[config.mk]
export PLATFORM = sky130hd
export DESIGN_NAME = synth_prog_if
export DESIGN_NICKNAME = d
export VERILOG_FILES = /design/src/rtl/synth_prog_pkg.sv /design/src/rtl/sync_edge.sv /design/src/rtl/prog_regs.sv /design/src/rtl/out_select.sv /design/src/rtl/synth_prog_if.sv
export SDC_FILE = /design/constraint.sdc
export NUM_CORES = 1
export LEC_CHECK = 0
export ABC_AREA = 1
export BUFFER_PORTS_ARGS = -buffer_cell sky130_fd_sc_hd__buf_4
export CAP_MARGIN = 20
export CORE_ASPECT_RATIO = 0.5
export CORE_UTILIZATION = 50
export DETAILED_ROUTE_END_ITERATION = 16
export GPL_TIMING_DRIVEN = 1
export MAX_ROUTING_LAYER = met4
export PLACE_DENSITY_LB_ADDON = 0.25
export SLEW_MARGIN = 15
export SYNTH_ARGS = -nofsm -noshare
export SYNTH_HDL_FRONTEND = slang
export SYNTH_SLANG_ARGS = --single-unit
[constraint.sdc]
create_clock -name clk -period 1.3 [get_ports clk]
set_clock_uncertainty 0.2 [all_clocks]
set_input_delay 0.26 -clock clk [delete_from_list [all_inputs] [get_ports clk]]
set_output_delay 0.26 -clock clk [all_outputs]
set_load 0.01 [all_outputs]
[src/rtl/synth_prog_pkg.sv]
`timescale 1ns/1ps
package synth_prog_pkg;
    localparam int M_W    = 9;
    localparam int R_W    = 6;
    localparam int A_W    = 4;
    localparam int AUX_W  = 8;
    localparam int BUS_W  = 8;
    localparam int WORD_W = 1 + M_W + R_W + A_W;

    // synchronized input indices
    localparam int IX_SCLK  = 0;
    localparam int IX_SDATA = 1;
    localparam int IX_SLOAD = 2;
    localparam int IX_AUX   = 3;
    localparam int IX_M1    = 4;
    localparam int IX_M2    = 5;
    localparam int IX_A     = 6;
    localparam int IX_HOP   = 7;
    localparam int N_SYNC   = 8;

    typedef struct packed {
        logic           pre_en;
        logic [M_W-1:0] m;
        logic [R_W-1:0] r;
        logic [A_W-1:0] a;
    } ctrl_word_t;

    typedef enum logic [1:0] {
        MODE_PAR = 2'd0,
        MODE_SER = 2'd1,
        MODE_DIR = 2'd2
    } if_mode_e;

    typedef struct packed {
        ctrl_word_t       stage;
        ctrl_word_t       hop;
        logic [AUX_W-1:0] aux;
    } prog_state_t;
endpackage

[src/rtl/sync_edge.sv]
`timescale 1ns/1ps
module sync_edge #(
    parameter int STAGES = 2
) (
    input  logic clk,
    input  logic rst_n,
    input  logic din,
    output logic lvl,
    output logic prev
);
    localparam int LEN = STAGES + 1;

    logic [LEN-1:0] chain_d, chain_q;

    always_comb begin
        chain_d = {chain_q[LEN-2:0], din};
    end

    always_ff @(posedge clk or negedge rst_n) begin
        if (!rst_n) chain_q <= '0;
        else        chain_q <= chain_d;
    end

    assign lvl  = chain_q[STAGES-1];
    assign prev = chain_q[STAGES];
endmodule

[src/rtl/prog_regs.sv]
`timescale 1ns/1ps
module prog_regs
    import synth_prog_pkg::*;
(
    input  logic              clk,
    input  logic              rst_n,
    input  if_mode_e          mode,
    input  logic [N_SYNC-1:0] lvl,
    input  logic [N_SYNC-1:0] prev,
    input  logic [BUS_W-1:0]  bus_d,
    output ctrl_word_t        stage_q,
    output ctrl_word_t        hop_q,
    output logic [AUX_W-1:0]  aux_q
);
    prog_state_t st_d, st_q;
    logic [N_SYNC-1:0] rise;
    logic ser, par, shift_any, shift_stage, shift_aux, xfer;

    always_comb begin
        rise        = lvl & ~prev;
        ser         = (mode == MODE_SER);
        par         = (mode == MODE_PAR);
        shift_any   = ser && rise[IX_SCLK] && !lvl[IX_SLOAD];
        shift_stage = shift_any && !lvl[IX_AUX];
        shift_aux   = shift_any &&  lvl[IX_AUX];
        xfer        = (ser && rise[IX_SLOAD]) || ((ser || par) && rise[IX_HOP]);

        st_d = st_q;
        if (shift_stage)
            st_d.stage = ctrl_word_t'({st_q.stage[WORD_W-2:0], lvl[IX_SDATA]});
        if (shift_aux)
            st_d.aux = {st_q.aux[AUX_W-2:0], lvl[IX_SDATA]};
        if (par && rise[IX_M1]) begin
            st_d.stage.pre_en = bus_d[7];
            st_d.stage.m[6:0] = bus_d[6:0];
        end
        if (par && rise[IX_M2]) begin
            st_d.stage.r[5:4] = bus_d[3:2];
            st_d.stage.m[8:7] = bus_d[1:0];
        end
        if (par && rise[IX_A]) begin
            st_d.stage.r[3:0] = bus_d[7:4];
            st_d.stage.a      = bus_d[3:0];
        end
        if (par && rise[IX_AUX])
            st_d.aux = bus_d;
        if (xfer)
            st_d.hop = st_q.stage;
    end

    always_ff @(posedge clk or negedge rst_n) begin
        if (!rst_n) st_q <= '0;
        else        st_q <= st_d;
    end

    assign stage_q = st_q.stage;
    assign hop_q   = st_q.hop;
    assign aux_q   = st_q.aux;

    AST_HOP_ONLY_ON_XFER: assert property (@(posedge clk) disable iff (!rst_n)
        !xfer |=> $stable(hop_q));
    AST_DIRECT_FROZEN: assert property (@(posedge clk) disable iff (!rst_n)
        (mode == MODE_DIR) |=> ($stable(stage_q) && $stable(hop_q) && $stable(aux_q)));
    AST_SHIFT_INTO_LSB: assert property (@(posedge clk) disable iff (!rst_n)
        shift_stage |=> (stage_q[0] == $past(lvl[IX_SDATA])) &&
                        (stage_q[WORD_W-1:1] == $past(stage_q[WORD_W-2:0])));
    AST_AUX_SHIFT_KEEPS_STAGE: assert property (@(posedge clk) disable iff (!rst_n)
        shift_aux |=> $stable(stage_q));
    AST_NO_SHIFT_LOAD_HIGH: assert property (@(posedge clk) disable iff (!rst_n)
        (ser && rise[IX_SCLK] && lvl[IX_SLOAD] && !rise[IX_SLOAD] && !rise[IX_HOP])
            |=> ($stable(stage_q) && $stable(aux_q) && $stable(hop_q)));
endmodule

[src/rtl/out_select.sv]
`timescale 1ns/1ps
module out_select
    import synth_prog_pkg::*;
(
    input  if_mode_e   mode,
    input  logic       sel_ser,
    input  logic       sel_par,
    input  ctrl_word_t stage_q,
    input  ctrl_word_t hop_q,
    input  ctrl_word_t direct_w,
    output ctrl_word_t out_w
);
    logic sel;

    always_comb begin
        sel = (mode == MODE_SER) ? sel_ser : sel_par;
        if (mode == MODE_DIR) out_w = direct_w;
        else if (sel)         out_w = stage_q;
        else                  out_w = hop_q;
    end
endmodule

[src/rtl/synth_prog_if.sv]
`timescale 1ns/1ps
module synth_prog_if
    import synth_prog_pkg::*;
#(
    parameter int SYNC_STAGES = 2
) (
    input  logic             clk,
    input  logic             rst_n,
    input  logic             if_direct,
    input  logic             if_serial,
    input  logic             sclk,
    input  logic             sdata,
    input  logic             sload_n,
    input  logic             aux_sel,
    input  logic [BUS_W-1:0] bus_d,
    input  logic             m1_stb,
    input  logic             m2_stb,
    input  logic             a_stb,
    input  logic             hop_stb,
    input  logic             sel_ser,
    input  logic             sel_par,
    input  logic             direct_pre_en,
    input  logic [M_W-1:0]   direct_m,
    input  logic [R_W-1:0]   direct_r,
    input  logic [A_W-1:0]   direct_a,
    output logic             cnt_pre_en,
    output logic [M_W-1:0]   cnt_m,
    output logic [R_W-1:0]   cnt_r,
    output logic [A_W-1:0]   cnt_a,
    output logic [AUX_W-1:0] aux_q
);
    logic [N_SYNC-1:0] raw, lvl, prev;
    if_mode_e   mode;
    ctrl_word_t stage_q, hop_q, direct_w, out_w;

    always_comb begin
        raw           = '0;
        raw[IX_SCLK]  = sclk;
        raw[IX_SDATA] = sdata;
        raw[IX_SLOAD] = sload_n;
        raw[IX_AUX]   = aux_sel;
        raw[IX_M1]    = m1_stb;
        raw[IX_M2]    = m2_stb;
        raw[IX_A]     = a_stb;
        raw[IX_HOP]   = hop_stb;
        if (if_direct)      mode = MODE_DIR;
        else if (if_serial) mode = MODE_SER;
        else                mode = MODE_PAR;
        direct_w = '{pre_en: direct_pre_en, m: direct_m, r: direct_r, a: direct_a};
    end

    for (genvar g = 0; g < N_SYNC; g++) begin : g_sync
        sync_edge #(.STAGES(SYNC_STAGES)) u_sync (
            .clk  (clk),
            .rst_n(rst_n),
            .din  (raw[g]),
            .lvl  (lvl[g]),
            .prev (prev[g])
        );
    end

    prog_regs u_regs (
        .clk    (clk),
        .rst_n  (rst_n),
        .mode   (mode),
        .lvl    (lvl),
        .prev   (prev),
        .bus_d  (bus_d),
        .stage_q(stage_q),
        .hop_q  (hop_q),
        .aux_q  (aux_q)
    );

    out_select u_sel (
        .mode    (mode),
        .sel_ser (sel_ser),
        .sel_par (sel_par),
        .stage_q (stage_q),
        .hop_q   (hop_q),
        .direct_w(direct_w),
        .out_w   (out_w)
    );

    assign cnt_pre_en = out_w.pre_en;
    assign cnt_m      = out_w.m;
    assign cnt_r      = out_w.r;
    assign cnt_a      = out_w.a;
endmodule

After elaboration in Yosys (flattened, before gate mapping)

Cells that the tools add are included.

Flip-flop bits (word level): 72
Logic and storage cells: 55
Output and inout bits: 28
Bits of input ports: 42

Multiplexer cells: 13
Reduce and logical (&&, ||, !) cells: 19
Equality and inequality tests: 2
Bitwise gates (word level): 2

Operator list:

| kind                                           | number |
|---|---|
| 2-to-1 mux 20 bit                              | 3 |
| 2-to-1 mux 8 bit                               | 3 |
| logical AND 1 bit                              | 10 |
| bitwise AND 8 bit                              | 1 |
| inverter 8 bit                                 | 1 |
| nonzero test 2 bit                             | 4 |
| 2-to-1 mux 7 bit                               | 1 |
| 2-to-1 mux 2 bit                               | 3 |
| 2-to-1 mux 1 bit                               | 3 |
| == test 2 x 1 -> 1 bit (second input constant) | 1 |
| == test 2 bit (second input constant)          | 1 |
| logical NOT 1 bit                              | 2 |
| logical NOT 2 bit                              | 1 |
| logical OR 1 bit                               | 2 |

Depth between registers and ports, before layout

Gate-level depths: netlist of the first run.

Depth in word-level cells: 8
Gate-level depth with buffers: 9
Depth with buffers taken out: 7

Hierarchy

Synthesis of the first run repeated with hierarchy kept, for this count alone.

Cells, all modules: 504
Area, all modules: 3739.8 sq um

By module, submodules not included:

| module        | cells each | area an instance (sq um) | times used | seq. area each (sq um) |
|---|---|---|---|---|
| prog_regs     | 316        | 2423.6                   | 1          | 1201.2 |
| out_select    | 162        | 705.7                    | 1          | 0.0 |
| sync_edge     | 3          | 75.1                     | 8          | 75.1 |
| synth_prog_if | 2          | 10.0                     | 1          | 0.0 |

Worst setup path before layout of the first run

Ideal clock, no wire load.

Kind: in2out
Start point: input port if_direct
End point: output port cnt_a[0]
Arrival time: 977 ps
Slack: -137 ps
Stages: 9
Required time: 840 ps
Path through: buf_6 -> inv_2 -> nand2_1 -> nand2_1 -> nand2_1 -> buf_2 -> nand2_1 -> nand3_1 -> nand2_1

Word-level cells in the longest chain between the ends: 5

RTL lines:

| what                   | line                | source |
|---|---|---|
| start, declared        | synth_prog_if.sv:9  | `input logic if_direct,` |
| 2-to-1 mux 2 bit (*)   | synth_prog_if.sv:46 | `if (if_direct) mode = MODE_DIR;` |
| == test 2 x 1 -> 1 bit | out_select.sv:16    | `sel = (mode == MODE_SER) ? sel_ser : sel_par;` |
| 2-to-1 mux 1 bit       | out_select.sv:16    |  |
| 2-to-1 mux 20 bit      | out_select.sv:18    | `else if (sel) out_w = stage_q;` |
| 2-to-1 mux 20 bit (*)  | out_select.sv:17    | `if (mode == MODE_DIR) out_w = direct_w;` |
| end, declared          | synth_prog_if.sv:29 | `output logic [A_W-1:0] cnt_a,` |

Mark *: on every way between the ends. The rest lies on a longest branch, timed or not.

Worst setup path after layout of the first run

Start point: input port if_direct
End point: output port cnt_r[2]

Word-level cells in the longest chain between the ends: 5

RTL lines:

| what                   | line                | source |
|---|---|---|
| 2-to-1 mux 2 bit (*)   | synth_prog_if.sv:46 |  |
| == test 2 x 1 -> 1 bit | out_select.sv:16    |  |
| 2-to-1 mux 1 bit       | out_select.sv:16    |  |
| 2-to-1 mux 20 bit      | out_select.sv:18    |  |
| 2-to-1 mux 20 bit (*)  | out_select.sv:17    |  |
| end, declared          | synth_prog_if.sv:28 | `output logic [R_W-1:0] cnt_r,` |

Marks and branches as above.

==> results of run 1 <==
[registers in the layout, indices dropped and copies added, names as in the netlist]
name and flops:
g_sync.u_sync.chain_q 23, u_regs.hop_q 20, u_regs.stage_q 20, u_regs.aux_q 8
[cells by family (layout without fill, tap and decap cells)]
| kind of cell | Yosys count | in the layout |
|---|---|---|
| AOI/OAI and AO/OA | 20 | 20 |
| buffers and inverters | 70 | 233 |
| DFF | 71 | 71 |
| other | 0 | 2 |
| and+or+nand+nor | 313 | 316 |
[power by group through the flow]
stage	logic (mW)	clock network, mW	registers (mW)
2_1_floorplan	0.851	0	2.77
3_3_place_gp	1.68	0	2.72
3_5_place_dp	1.71	0	2.74
4_1_cts	2.27	2.67	2.71
5_1_grt	3.21	2.85	2.82
6_report	3.10	2.78	2.81
[metrics by stage]
step                cell area [um^2]  hold WS [ps]  instances  setup TNS [ps]
finish                          6390          95.0        734          -20180
global route                    6390           123        734          -22710
CTS                             5960          69.3        725          -14390
detailed placement              4610         -79.2        662          -22150
global placement                4610         -78.7        662          -20630
floorplan                       3730          -236        474           -3100
[cells in the final DEF (no fill, tap or decap)]
cell type / Yosys / final
clkbuf_1: 4 / 1
dlygate4sd3_1: 0 / 9
inv_1: 45 / 26
nand3_4: 1 / 11
dfrtp_1: 71 / 71
nor2_1: 2 / 1
nand2_8: 0 / 6
nand3_2: 1 / 41
clkinv_4: 0 / 2
nand2_2: 3 / 58
clkbuf_16: 0 / 10
nand3_1: 94 / 44
buf_12: 0 / 6
diode_2: 0 / 2
inv_8: 0 / 1
buf_4: 2 / 110
o21ai_1: 0 / 3
inv_2: 2 / 20
buf_6: 3 / 32
nor2_4: 3 / 6
bufinv_16: 0 / 2
o21ai_4: 0 / 1
nand4_1: 4 / 4
nand2_4: 0 / 25
inv_6: 0 / 1
nand2_1: 202 / 119
buf_16: 0 / 6
clkinvlp_4: 0 / 1
nand3b_1: 1 / 1
buf_8: 0 / 6
o21ai_2: 0 / 16
[area by class of cell]
type	count	share of cell area (%)
Sequential cell	71	27.8
Clock buffer	10	3.58
Clock inverter	6	1.47
Tap cell	92	1.80
Antenna cell	2	0.0783
Inverter	47	2.88
Multi-Input combinational cell	336	36.1
Timing Repair Buffer	170	26.2
[worst min-delay path by stage]
stage,slack [ps],cells after the start,end
after floorplan,-240,0,g_sync[0].u_sync.chain_q[0]
after global placement,-80,1,u_regs.hop_q[2]
after detailed placement,-80,1,u_regs.hop_q[2]
after CTS,70,5,u_regs.stage_q[5]
after global routing,120,2,u_regs.hop_q[2]
final,90,2,u_regs.hop_q[2]
[metal layers]
layer	track usage, %	vias up	wire length [um]
met3	14.3	276	3450
met5	-	-	0
li1	-	1824	-
met4	22.2	0	2060
met2	62.9	599	7760
met1	50.5	2295	6360
[what timing repair did]
action                                  in CTS  in global routing
resized for setup                          146                109
hold endpoints to repair                    79                  0
pin swaps                                   32                 23
setup buffers                               28                 10
hold buffers                                 9                  0
gates cloned                                10                  2
endpoints found under the setup margin      76                 76
==> impl_metrics.ini, run 1 <==
[worst_setup_path]
max_stage_delay_ps = 180
worstPathArrival_ps = 1440
end_kind = output port
rr_endpoint = u_regs.stage_q[16]
critPathLaunch = if_direct
worstPathCellList = buf_8 -> inv_8 -> nand2_4 -> nand2_4 -> buf_12 -> nand2_8 -> nand2_2 -> nand3_2 -> nand2_2 -> buf_4
cp.depth = 10
critical_path_buf_inv_count = 4
path_max_fanout = 5
reg2reg_depth = 7
cp_top_family = simple AND/OR/NAND/NOR gates
required_ps = 840
endpoint = cnt_r[2]
r2r_start = g_sync[4].u_sync.chain_q[1]
critPathLaunchType = input port
cp_slowest_cell = nand2_2
r2r_slack_ps = -430
worstSetupPathType = in2out

[detailed_routing]
drt_iter0_drc = 1316
wl_per_cell_um = 26.7
vias_per_cell = 6.80
vias = 4994
ant_nets = 0
drc = 0
drt_first_pass_iters = 11
finalWirelength_um = 19600

[clock_tree]
cts_buffer_depth = 2
cts_root_buf = clkbuf_16
cts.clk_slew.worst_paths_ps = 60
cts_tree = yes
h-tree-depth = 3
cts_made_buffers = 9
clock_latency_ps = 360
cts_sinks = 71

[timing]
finalCritPeriodShare_pct = 146
grt_setup_unrepaired = yes
fmax_mhz = 525
tightest_slew_ps = 340
period_needed_ps = 1900
finalMaxSlewViolations = 0
setup_viol = 76
maxSlewHeadroom_pct = 77.3
finalHoldViolations = 0
setup_slack_ps = -604

[synth]
synthSimpleGateAreaFrac_pct = 38.4
synth_ff_type = dfrtp_1
async_flop_share_pct = 100
seq_area_frac_synth_pct = 50.1
syn_nets = 516
synth_area_um2 = 3550
ys_warn_count = 0
synthCells = 474
yosysUniqueCellTypes = 18
synthTopCellsByCount = nand2_1 (202), nand3_1 (94), dfrtp_1 (71), inv_1 (45), o21ai_0 (20)
synth_compound_area_share_pct = 2.82
synth_top_family_by_area = simple AND/OR/NAND/NOR gates
synth_area_leaders = dfrtp_1 (50%), nand2_1 (21%), nand3_1 (13%), inv_1 (4.8%), o21ai_0 (2.8%)
synth_top_area_share_pct = 50.1
syn_avg_cell_area_um2 = 7.49
synthAdderAreaFrac_pct = 0
synth-seq-cells = 71
synthMuxAreaShare_pct = 0
synth_xor_area_share_pct = 0
yosysTopAreaCell = dfrtp_1
synth-edff-count = 0
synth.most_common_cell = nand2_1

[placement]
dp_worst_setup_slack_ps = -453
dp_hpwl_um = 6530
place_congestion = 0.852
portBuffers = 69

[floorplan]
dieArea_um2 = 7460
io-pin-count = 70
initial_core_util_pct = 52.3
die_y_um = 61.6
core_um2 = 6780
std_cell_rows = 21
die_w_um = 121

[cells_and_area]
drive_above_1_share_pct = 56.4
multi_input_area_um2 = 2310
final_core_util_pct = 94.3
regArea_um2 = 1780
num-fill-cells = 190
syn_to_final_growth_pct = 80.1
final_nets = 677

[pwr]
netSwitchingPower_mw = 3.16
total_power_mw = 8.68
p_int_mw = 5.53
p_seq_share_pct = 32.3
combPwrFrac_pct = 35.7
switching_share_pct = 36.4
clkPwrFrac_pct = 32.0
power_density_nw_per_um2 = 1360
vdd_drop_max_uv = 1110
leakage_nw = 3.37

[min_path]
hp-class = in2async

[global_routing]
grt_pass1_wl_um = 21600
grt_overflow = 0
grt_max_degree = 33
grtUsageTotal_pct = 41.7
antenna_found_initial = 2
grt_pass1_vias = 4045

[run_status]
status = finished, violations left
failed_checks = setup timing

[flow_run]
cap_violations = 0
Power figures use the tool's default switching activity.
==> inputs of run 2 (changes only) <==
--- a/config.mk
+++ b/config.mk
@@ -7,7 +7,7 @@
 export LEC_CHECK = 0
 export ABC_AREA = 1
 export BUFFER_PORTS_ARGS = -buffer_cell sky130_fd_sc_hd__buf_4
-export CAP_MARGIN = 20
+export CAP_MARGIN = 30
 export CORE_ASPECT_RATIO = 0.5
 export CORE_UTILIZATION = 50
 export DETAILED_ROUTE_END_ITERATION = 16
==> constraint.sdc (replaced) <==
create_clock -name clk -period 1.9 [get_ports clk]
set_clock_uncertainty 0.2 [all_clocks]
set_input_delay 0.38 -clock clk [delete_from_list [all_inputs] [get_ports clk]]
set_output_delay 0.38 -clock clk [all_outputs]
set_load 0.01 [all_outputs]
==> run 2 against run 1 <==
Compared with the run above:
- the run now ends clean
- utilization down 23 points
- routed wire length down 55%
- combinational power down 68%
- first-iteration DRC count down 74%
- critical path type unchanged
- cell count fell by 9.9%
- largest power group is now the clock network
- cell area fell by 24%
- critical endpoint is now cnt_r[1]
- sequential cell count is the same
- critical path depth unchanged
- sequential share of layout area increased by 8.9 points
==> impl_metrics.ini, run 2 (synthesis results as in run 1) <==
[run_status]
status = complete, no violations

[clock_tree]
postCtsSetupBuffers = 0
cts_root_buf = clkbuf_16
cts_buffer_depth = 2
clock_latency_ps = 340
h-tree-depth = 3
cts_sinks = 71
cts_made_buffers = 9
cts.clk_slew.worst_paths_ps = 60
cts_tree = yes

[pwr]
netSwitchingPower_mw = 1.39
combPwrFrac_pct = 20.3
switching_share_pct = 28.4
p_int_mw = 3.49
leakage_nw = 2.61
total_power_mw = 4.88
vdd_drop_max_uv = 662
p_seq_share_pct = 39.5
power_density_nw_per_um2 = 1010
clkPwrFrac_pct = 40.3

[placement]
portBuffers = 69
place_congestion = 0.818
dp_hpwl_um = 5780

[worst_setup_path]
max_stage_delay_ps = 140
worstPathArrival_ps = 1310
worstPathCellList = buf_4 -> inv_4 -> nand2_2 -> nand2_4 -> nand2_4 -> buf_6 -> nand2_1 -> nand3_2 -> nand2_2 -> buf_6
required_ps = 1320
cp_slowest_cell = buf_6
end_kind = output port
worstSetupPathType = in2out
path_max_fanout = 5
critPathLaunchType = input port

[timing]
setup_viol = 0
grt_setup_unrepaired = yes
finalHoldViolations = 0
tightest_slew_ps = 354
finalMaxSlewViolations = 0
period_needed_ps = 1890
finalCritPeriodShare_pct = 99.6
maxSlewHeadroom_pct = 76.4
fmax_mhz = 529
whs_ps = 146
tns_ps = 0

[global_routing]
antenna_found_initial = 0
grtUsageTotal_pct = 26.1
grt_pass1_vias = 2844
grt_pass1_wl_um = 13900
grt_overflow = 0
grt_max_degree = 41

[cells_and_area]
final_core_util_pct = 71.5
layout_common_cells = nand2_1 (190), nand3_1 (88), buf_4 (80)
antenna_cells = 0
largest-register = g_sync.u_sync.chain_q
largest_reg_flops = 23
drive_above_1_share_pct = 24.4
final_nets = 606
syn_to_final_growth_pct = 36.5
layout_commonest_cell = nand2_1

[detailed_routing]
finalWirelength_um = 8930
drc = 0
vias_per_cell = 5.05
wl_per_cell_um = 13.5
ant_nets = 0
vias = 3339
drt_first_pass_iters = 5
drt_iter0_drc = 336

[floorplan]
initial_core_util_pct = 52.3
die_y_um = 61.6
die_w_um = 121
dieArea_um2 = 7460
std_cell_rows = 21
io-pin-count = 70
core_um2 = 6780

[flow_run]
cap_violations = 0

[min_path]
hp-class = reg2reg
-- run 2: cell count changes in the layout (fill, tap and decap cells not counted), sizes merged --
cell / previous run / this run
inv: 48 / 50
bufinv: 2 / 3
clkbuf: 11 / 10
nand2: 208 / 205
buf: 160 / 92
diode: 2 / 0
clkinvlp: 1 / 0
clkinv: 2 / 1
-- run 2: per-stage QoR --
step / worst slack (ps) / std cells / area [um^2]
global placement: 29.3 / 633 / 4260
floorplan: 223 / 474 / 3550
finish: 8.15 / 661 / 4840
CTS: 2.68 / 658 / 4700
global route: -30.4 / 661 / 4840
detailed placement: 6.31 / 633 / 4260
-- run 2: path summary, 6_finish.rpt --
path                                              from                          end  slack, ps  cells after the start
setup / recovery                             if_direct                     cnt_r[1]          8                     10
hold / removal             g_sync[7].u_sync.chain_q[0]  g_sync[7].u_sync.chain_q[1]        150                      0
setup reg to reg           g_sync[4].u_sync.chain_q[1]           u_regs.stage_q[19]        390                      8
hold reg to reg            g_sync[7].u_sync.chain_q[0]  g_sync[7].u_sync.chain_q[1]        150                      0
max in group asynchronous                        rst_n            u_regs.stage_q[3]        660                      3
min in group asynchronous                        rst_n              u_regs.hop_q[1]        300                      2
-- run 2: critical path: cells and delay by family --
| family | cells | cell delay, ps |
|---|---|---|
| AND/OR/NAND/NOR | 6 | 520 |
| buffers and inverters | 4 | 430 |
-- run 2: layer usage --
layer | GRT usage [%] | vias to the layer above | part of all wire (%)
met2 | 37.0 | 113 | 45
met1 | 37.1 | 1547 | 48
met5 | - | - | 0
met4 | 6.88 | 0 | 0.40
met3 | 6.94 | 4 | 6.3
li1 | - | 1675 | -
-- run 2: timing repair --
item,CTS,global route
endpoints found under the hold margin,32,0
hold buffers,9,0
resized for setup,0,32
setup endpoints to repair,0,20
-- run 2: cell type report --
type / count / area (um^2)
well taps: 92 / 115
repair buffers: 102 / 890
fillers: 531 / 1930
multi-input cells: 333 / 1530
clock inverters: 7 / 128
inverters: 47 / 179
clock buffers: 9 / 225
flip-flops and latches: 71 / 1780
-- run 2: power groups by stage --
stage / clock network (mW) / registers [mW] / logic, mW
floorplan: 0 / 1.89 / 0.535
global placement: 0 / 1.94 / 0.882
detailed placement: 0 / 1.94 / 0.901
CTS: 2.00 / 1.92 / 0.929
global route: 2.08 / 1.96 / 1.11
finish: 1.96 / 1.93 / 0.989
==> inputs of run 3 (changes only) <==
--- a/config.mk
+++ b/config.mk
@@ -17,4 +17,5 @@
 export SLEW_MARGIN = 15
 export SYNTH_ARGS = -nofsm -noshare
 export SYNTH_HDL_FRONTEND = slang
+export SYNTH_HIERARCHICAL = 1
 export SYNTH_SLANG_ARGS = --single-unit
==> run 3 against run 2 <==
Compared with the run above:
- the run now ends with setup timing left
- count of clock-buffer cells in the layout grew 1
- routed wire length increased by 41%
- area after synthesis is 4.7% higher
- first-iteration DRC count rose by 51%
- register-to-register slack worse by 50 ps
- via count rose by 20%
- worst hold slack worse by 0.66 ps
- power grew 8.8%
- sequential power rose by 6%
- synthesized cell count grew 6.1%
- cell area increased by 14%
- critical path type unchanged
- largest power group is now registers
==> impl_metrics.ini, run 3 <==
[run_status]
status = finished, violations left
failed_checks = setup timing

[clock_tree]
cts_buffer_depth = 2
cts_sinks = 71
clock_latency_ps = 340
h-tree-depth = 3
cts_made_buffers = 9
cts.clk_slew.worst_paths_ps = 50
cts_root_buf = clkbuf_16
cts_tree = yes

[detailed_routing]
drc = 0
drt_first_pass_iters = 5
vias_per_cell = 5.73
vias = 3995
wl_per_cell_um = 18.1
drt_iter0_drc = 508
ant_nets = 0
finalWirelength_um = 12600

[timing]
finalMaxSlewViolations = 0
tightest_slew_ps = 393
tns_ps = -2110
setup_slack_ps = -177
fmax_mhz = 481
finalHoldViolations = 0
finalCritPeriodShare_pct = 109
whs_ps = 146
maxSlewHeadroom_pct = 73.8
period_needed_ps = 2080
grt_setup_unrepaired = yes
setup_viol = 20

[floorplan]
dieArea_um2 = 7800
std_cell_rows = 21
die_w_um = 124
die_y_um = 63.0
io-pin-count = 70
initial_core_util_pct = 53.6
core_um2 = 6940

[placement]
dpl_cell_area_um2 = 4440
portBuffers = 69
place_congestion = 0.885
dp_hpwl_um = 6240

[worst_setup_path]
end_kind = output port
worstPathArrival_ps = 1500
required_ps = 1320
path_max_fanout = 5
critPathLaunchType = input port
worstSetupPathType = in2out

[global_routing]
antenna_found_initial = 0
grt_pass1_vias = 3494
grt_max_degree = 41
grt_pass1_wl_um = 16900
grt_overflow = 0
grtUsageTotal_pct = 29.9

[pwr]
vdd_drop_max_uv = 584
total_power_mw = 5.31
power_density_nw_per_um2 = 959
leakage_nw = 2.91

[cells_and_area]
largest-register = g_sync.u_sync/chain_q
syn_to_final_growth_pct = 49.1
largest_reg_flops = 23
antenna_cells = 0
fin_area_um2 = 5540
layout_commonest_cell = nand2_1
num-fill-cells = 394
final_nets = 642
layout_common_cells = nand2_1 (162), dfrtp_1 (71), inv_1 (68)
drive_above_1_share_pct = 35.4

[synth]
syn_avg_cell_area_um2 = 7.39
syn_nets = 545
synth_area_um2 = 3710
ys_warn_count = 6
synthCells = 503

[min_path]
hp-class = reg2reg

[flow_run]
cap_violations = 0
-- run 3: metal layers --
layer  vias to the layer above  share of wire, %  GRT usage, %
met1                      1825                38          38.2
li1                       1773                 -             -
met3                        77                12          7.94
met5                         -                 0             -
met4                         0               5.7          12.5
met2                       320                44          45.1
-- run 3: final cells by class --
class	instances	area [um^2]	area share, %
clock buffers	10	229	4.13
clock inverters	6	93.8	1.69
inverters	72	273	4.93
multi-input cells	336	1950	35.2
flip-flops and latches	71	1780	32.1
well taps	92	115	2.08
repair buffers	110	1100	19.8
-- run 3: per-stage QoR --
| stage | cells | util [%] | setup slack, ps |
|---|---|---|---|
| detailed placement | 661 | 64.0 | -150 |
| finish | 697 | 79.8 | -177 |
| global placement | 661 | 64.0 | -99.9 |
| CTS | 695 | 77.0 | -32.8 |
| global route | 697 | 79.8 | -250 |
| floorplan | 503 | - | 151 |
-- run 3: timing repair --
item                                   CTS  global route
endpoints found under the hold margin   36             0
pin swaps                               31            47
gates cloned                             6             2
hold buffers                             9             0
buffers inserted                         3             0
setup endpoints to repair               20            20
resized for setup                       99            34
-- run 3: worst paths after layout --
path / start / to / slack (ps) / cells past startpoint
max in group asynchronous: rst_n / u_regs/hop_q[12] / 670 / 3
min in group asynchronous: rst_n / g_sync[5].u_sync/chain_q[0] / 320 / 2
worst min register to register: g_sync[4].u_sync/chain_q[0] / g_sync[4].u_sync/chain_q[1] / 150 / 0
worst max register to register: g_sync[0].u_sync/chain_q[1] / u_regs/stage_q[19] / 340 / 6
worst min-delay path: g_sync[4].u_sync/chain_q[0] / g_sync[4].u_sync/chain_q[1] / 150 / 0
worst max-delay path: if_direct / cnt_m[4] / -180 / 9
-- run 3: power by group --
part           leakage (nW)  switching, mW  total (mW)  internal [mW]
clock network         0.153          0.636        1.79           1.16
registers             0.909          0.288        2.05           1.76
logic                  1.85          0.824        1.46          0.640
-- run 3: critical path: stages --
cell and delay (ps):
buf_8 110, nor2_4 160, buf_6 140, nand3_4 130, buf_6 170, nand3_2 80
nand3_1 90, nand2_1 110, buf_6 110
